$ cat src/rtl/txb_pkg.sv
package txb_pkg;
  localparam int TXB_WORD_W = 31;
  localparam int TXB_BUS_W  = 16;
  localparam int TXB_DEPTH  = 8;

  typedef enum logic {
    HALF_NONE = 1'b0,
    HALF_HELD = 1'b1
  } half_state_e;
endpackage

$ cat src/rtl/txb_half_assembler.sv
module txb_half_assembler #(
  parameter int WORD_W = 31,
  parameter int BUS_W  = 16
) (
  input  logic              clk,
  input  logic              rst,
  input  logic [BUS_W-1:0]  bus,
  input  logic              ld_lo,
  input  logic              ld_hi,
  output logic              commit,
  output logic [WORD_W-1:0] word
);
  import txb_pkg::*;
  localparam int HI_W = WORD_W - BUS_W;

  half_state_e      state;
  logic [BUS_W-1:0] lo_hold;

  // A high-half strobe only counts when a low half is waiting.
  assign commit = ld_hi && (state == HALF_HELD);
  assign word   = {bus[HI_W-1:0], lo_hold};

  always_ff @(posedge clk) begin
    if (rst) begin
      state   <= HALF_NONE;
      lo_hold <= '0;
    end else begin
      if (ld_hi)
        state <= HALF_NONE;
      if (ld_lo) begin
        state   <= HALF_HELD;
        lo_hold <= bus;
      end
    end
  end

  // a high-half strobe without a new low half leaves nothing pending.
  p_hi_clears_pending_r6: assert property (@(posedge clk) disable iff (rst)
    (ld_hi && !ld_lo) |=> (state == HALF_NONE));

  // a low-half strobe always leaves its bus value pending.
  p_lo_captured_r7: assert property (@(posedge clk) disable iff (rst)
    ld_lo |=> (state == HALF_HELD) && (lo_hold == $past(bus)));
endmodule

$ cat src/rtl/txb_occupancy.sv
module txb_occupancy #(
  parameter int DEPTH = 8
) (
  input  logic                     clk,
  input  logic                     rst,
  input  logic                     wr_req,
  input  logic                     rd_req,
  output logic                     wr_en,
  output logic                     rd_en,
  output logic [$clog2(DEPTH)-1:0] wr_ptr,
  output logic [$clog2(DEPTH)-1:0] rd_ptr,
  output logic                     ready
);
  localparam int PW = $clog2(DEPTH);
  localparam int CW = $clog2(DEPTH + 1);
  localparam logic [CW-1:0] FULL_CNT = CW'(DEPTH);
  localparam logic [PW-1:0] LAST_PTR = PW'(DEPTH - 1);

  logic [CW-1:0] count;
  logic [CW-1:0] count_nx;

  // Fullness and emptiness are judged on the count before this cycle's traffic.
  assign wr_en = wr_req && (count != FULL_CNT);
  assign rd_en = rd_req && (count != '0);

  always_comb begin
    count_nx = count;
    if (wr_en && !rd_en)
      count_nx = count + 1'b1;
    else if (rd_en && !wr_en)
      count_nx = count - 1'b1;
  end

  always_ff @(posedge clk) begin
    if (rst) begin
      count  <= '0;
      wr_ptr <= '0;
      rd_ptr <= '0;
      ready  <= 1'b1;
    end else begin
      count <= count_nx;
      ready <= (count_nx == '0);
      if (wr_en)
        wr_ptr <= (wr_ptr == LAST_PTR) ? '0 : wr_ptr + 1'b1;
      if (rd_en)
        rd_ptr <= (rd_ptr == LAST_PTR) ? '0 : rd_ptr + 1'b1;
    end
  end

  // the count never exceeds the capacity.
  p_no_overflow_r3: assert property (@(posedge clk) disable iff (rst)
    count <= FULL_CNT);

  // an attempt on a full queue leaves the write pointer where it was.
  p_full_drop_r4: assert property (@(posedge clk) disable iff (rst)
    (wr_req && count == FULL_CNT) |=> $stable(wr_ptr));

  // the ready flag agrees with an empty count.
  p_ready_empty_r5: assert property (@(posedge clk) disable iff (rst)
    ready == (count == '0));

  // a pop on an empty queue moves nothing.
  p_pop_empty_r9: assert property (@(posedge clk) disable iff (rst)
    (rd_req && !wr_req && count == '0) |=> $stable(rd_ptr) && ready);
endmodule

$ cat src/rtl/txb_word_ram.sv
module txb_word_ram #(
  parameter int WORD_W = 31,
  parameter int DEPTH  = 8
) (
  input  logic                     clk,
  input  logic                     rst,
  input  logic                     wr_en,
  input  logic [$clog2(DEPTH)-1:0] wr_ptr,
  input  logic [WORD_W-1:0]        wr_word,
  input  logic                     rd_en,
  input  logic [$clog2(DEPTH)-1:0] rd_ptr,
  output logic [WORD_W-1:0]        rd_word,
  output logic                     rd_valid
);
  logic [WORD_W-1:0] mem [DEPTH];

  // Plain write port and registered read port, no reset on the array.
  always_ff @(posedge clk) begin
    if (wr_en)
      mem[wr_ptr] <= wr_word;
  end

  always_ff @(posedge clk) begin
    if (rd_en)
      rd_word <= mem[rd_ptr];
  end

  always_ff @(posedge clk) begin
    if (rst)
      rd_valid <= 1'b0;
    else
      rd_valid <= rd_en;
  end

  // a returned word is held until the next successful pop.
  p_word_hold_r2: assert property (@(posedge clk) disable iff (rst)
    !$past(rd_en) |-> $stable(rd_word));
endmodule

$ cat src/rtl/txb_two_strobe_buffer.sv
module txb_two_strobe_buffer #(
  parameter int WORD_W = txb_pkg::TXB_WORD_W,
  parameter int BUS_W  = txb_pkg::TXB_BUS_W,
  parameter int DEPTH  = txb_pkg::TXB_DEPTH
) (
  input  logic              clk,
  input  logic              rst,
  input  logic [BUS_W-1:0]  host_bus,
  input  logic              ld_lo,
  input  logic              ld_hi,
  input  logic              pop,
  output logic              rd_valid,
  output logic [WORD_W-1:0] rd_word,
  output logic              tx_ready
);
  localparam int PW = $clog2(DEPTH);

  logic              commit;
  logic [WORD_W-1:0] asm_word;
  logic              wr_en;
  logic              rd_en;
  logic [PW-1:0]     wr_ptr;
  logic [PW-1:0]     rd_ptr;

  txb_half_assembler #(.WORD_W(WORD_W), .BUS_W(BUS_W)) u_asm (
    .clk    (clk),
    .rst    (rst),
    .bus    (host_bus),
    .ld_lo  (ld_lo),
    .ld_hi  (ld_hi),
    .commit (commit),
    .word   (asm_word)
  );

  txb_occupancy #(.DEPTH(DEPTH)) u_occ (
    .clk    (clk),
    .rst    (rst),
    .wr_req (commit),
    .rd_req (pop),
    .wr_en  (wr_en),
    .rd_en  (rd_en),
    .wr_ptr (wr_ptr),
    .rd_ptr (rd_ptr),
    .ready  (tx_ready)
  );

  txb_word_ram #(.WORD_W(WORD_W), .DEPTH(DEPTH)) u_ram (
    .clk      (clk),
    .rst      (rst),
    .wr_en    (wr_en),
    .wr_ptr   (wr_ptr),
    .wr_word  (asm_word),
    .rd_en    (rd_en),
    .rd_ptr   (rd_ptr),
    .rd_word  (rd_word),
    .rd_valid (rd_valid)
  );

  // the first commit into an empty queue drops the ready flag.
  p_commit_clears_ready_r5: assert property (@(posedge clk) disable iff (rst)
    (tx_ready && commit && !pop) |=> !tx_ready);

  // a pop while ready brings no valid word.
  p_no_valid_when_empty_r9: assert property (@(posedge clk) disable iff (rst)
    (tx_ready && pop) |=> !rd_valid);

  // the cycle after reset shows an empty, idle buffer.
  p_reset_state_r10: assert property (@(posedge clk)
    $past(rst) |-> tx_ready && !rd_valid);
endmodule

$ cat config.mk
export PLATFORM = sky130hd
export DESIGN_NAME = txb_two_strobe_buffer
export DESIGN_NICKNAME = d
export VERILOG_FILES = /design/src/rtl/txb_pkg.sv /design/src/rtl/txb_half_assembler.sv /design/src/rtl/txb_occupancy.sv /design/src/rtl/txb_word_ram.sv /design/src/rtl/txb_two_strobe_buffer.sv
export SDC_FILE = /design/constraint.sdc
export NUM_CORES = 1
export LEC_CHECK = 0
export CELL_PAD_IN_SITES_DETAIL_PLACEMENT = 0
export CELL_PAD_IN_SITES_GLOBAL_PLACEMENT = 1
export CORE_AREA = 2 2 180 199
export DETAILED_ROUTE_END_ITERATION = 8
export DIE_AREA = 0 0 182 201
export MAX_ROUTING_LAYER = met4
export PLACE_DENSITY = 0.63
export SYNTH_ARGS = -nofsm -noshare
export SYNTH_HDL_FRONTEND = slang
export SYNTH_HIERARCHICAL = 1
export SYNTH_SLANG_ARGS = --single-unit
$ cat constraint.sdc
create_clock -name clk -period 8.8 [get_ports clk]
set_clock_uncertainty 0.2 [all_clocks]
set_input_delay 2.64 -clock clk [delete_from_list [all_inputs] [get_ports clk]]
set_output_delay 2.64 -clock clk [all_outputs]
set_load 0.02 [all_outputs]
==> flow_summary.toml <==
[clock_network]
clockRootBuffer = "clkbuf_16"
clk-insertion-delay-late_ns = 0.55
cts_tree = "done"
cts_buffer_depth = 3
cts_setup_buffers = 0
post_cts_resized = 0
clk_pin_slew_ns = 0.06
cts_made_buffers = 31
clock-sinks = 308
hold_buffers = 0
htreeDepth = 1

[floorplan]
core_area_um2 = 34800
die_h_um = 201
die_area_um2 = 36600
die_x_um = 182
fp-row-count = 72
initial_utilization_pct = 34.4
io_pins = 54

[global_routing]
grt_util_all_layers_pct = 12.3
overflow = 0
grt_max_degree = 66
grt_pass1_vias = 5530
antenna_found_initial = 0
grt_pass1_wl_mm = 33.1

[synth]
syn_area_per_cell_um2 = 21.6
synth.area.top_cells = "edfxtp_1 70%, mux4_1 14%, dfxtp_1 4.8%"
syn-instance-count = 554
synth_nets = 581
synth_top_area_share_pct = 70.0
synth_cell_types = 41
synth_area_um2 = 12000
synth_top_area_cell = "edfxtp_1"
ys_seq_area_share_pct = 74.8
ys_warn_count = 6
ys_ff_latch = 308

[timing]
period_needed_ns = 4.97
tns_ns = 0
rsz0062_at_grt = "no"
relSlewSlack_pct = 15.2
slew_viol_final = 0
finalSetupViolCount = 0
worst_pin_slew_ns = 1.27
max_freq_mhz = 201
hold_viol_final = 0
timing.final.crit_share_pct = 56.5
holdWs_ns = 0.275

[placed_design]
portBuffers = 53
placed_area_um2 = 12900
hpwl_mm = 11.9
dp.cells = 1019
place_congestion = 0.702

[layout]
final_layout_size_suffix_gt1_share_pct = 17.9
fin_cells = 1076
fin_area_um2 = 14000
final_nets = 635
diodes = 0
area_growth_pct = 17.0
final.fill_count = 3046
final_cell_mix = "279 x edfxtp_1, 62 x mux4_1, 53 x clkdlybuf4s50_1"
final_common_cell = "edfxtp_1"

[min_path]
hold_class = "register to register"
min_from = "u_asm/state"
hold_end = "u_asm/state"
min_path_cells = 2

[critical_path]
rrSetupSlack_ns = 5.78
r2r_start = "u_occ/count[0]"
crit_required_ns = 8.76
startpoint = "ld_hi"
endpoint_kind = "register"
reg2reg_depth = 7
critPathLaunchType = "input port"
crit_arrival_ns = 4.93
critical_path_class = "input port to register"
cp_max_fo = 31
regToRegEndpoint = "u_ram/mem[7][18]"

[pwr]
vdd_drop_max_v = 0.000115
power_mw = 3.81
total_leakage_power_nw = 4.55
p_per_area_nw_per_um2 = 272

[routing]
ant_nets = 0
wl_per_cell_um = 20.4
drc = 0
drt-vias-per-instance = 4.86
vias = 5233
dr.first_iter.drc_count = 275
firstDrtPassIters = 4
drt_wl_total_mm = 22.0

[run_status]
status = "complete, no violations"

[flow_run]
cap_violations = 0
==> metrics by stage <==
| stage | util [%] | worst slack, ns |
|---|---|---|
| final | 40.3 | 3.83 |
| after CTS | 40.3 | 3.82 |
| after floorplan | - | 2.81 |
| after global routing | 40.3 | 3.71 |
| after detailed placement | 37.1 | 3.23 |
| after global placement | 37.1 | 3.36 |
==> Yosys cell counts, drive strengths merged <==
cell type and instances:
edfxtp 279, mux4 62, mux2 31, buf 29, dfxtp 29, nor2 29
mux2i 18, a21oi 11, nand2 11, clkbuf 9, inv 7, ha 6
nor3 6, nand2b 5, nor2b 4, o21ai 3, o211ai 2, xnor2 2
a221o 1, a311oi 1, a31oi 1, and2 1, nand3 1, nand3b 1
nand4 1, nor3b 1, o211a 1, or2 1, or3 1
==> where the power goes <==
part	leakage, nW	total (mW)	internal, mW	switching (mW)
clock network	0.540	1.42	0.857	0.559
logic	1.23	0.630	0.319	0.311
registers	2.79	1.76	1.71	0.0525
==> sequential cells by signal, summed over array words and instances, names as in the netlist <==
name / flops
u_occ/rd_ptr: 3
u_ram/rd_valid: 1
u_occ/wr_ptr: 3
u_asm/state: 1
u_ram/rd_word: 31
u_occ/ready: 1
u_asm/lo_hold: 16
u_occ/count: 4
u_ram/mem: 248
==> worst max path at each step <==
stage / endpoint / slack [ns]
final: u_ram/mem[7][18] / 3.83
after global routing: u_ram/mem[7][18] / 3.71
after CTS: u_ram/mem[7][18] / 3.82
after detailed placement: u_ram/mem[7][18] / 3.23
after global placement: u_ram/mem[6][16] / 3.36
after floorplan: u_ram/mem[0][0] / 2.81
==> metal layers <==
layer	vias to the layer above	wire length, um	global-route usage [%]
li1	2388	-	-
met1	2731	9270	14.6
met2	90	11700	21.9
met3	24	726	2.00
met4	0	344	3.05
met5	-	0	-
==> cells by family (layout without fill, tap and decap cells) <==
logic type | count (synthesis) | after routing | share of synthesized area, %
compound gates | 20 | 20 | 1.26
xor+xnor | 2 | 2 | 0.146
flops | 308 | 308 | 74.8
mux | 111 | 111 | 18.0
fa+ha+maj | 6 | 6 | 0.627
buf+inv | 45 | 123 | 2.57
simple gates | 62 | 62 | 2.53
==> critical path: stages <==
cell and delay, ns:
clkdlybuf4s50_1 0.46, and2_1 0.31, nand2_4 0.12, inv_4 0.12
nand2_1 0.22, nor2_4 1.04
==> layout make-up <==
type	count	area [um2]	share of cell area [%]
multi-input combinational	201	2760	19.7
tap	444	556	3.97
clock buffer	31	776	5.54
timing repair buffer	59	576	4.11
sequential	308	8960	64.0
clock inverter	26	350	2.50
inverter	7	28.8	0.205
No activity file was read; power rests on OpenSTA's default activity.
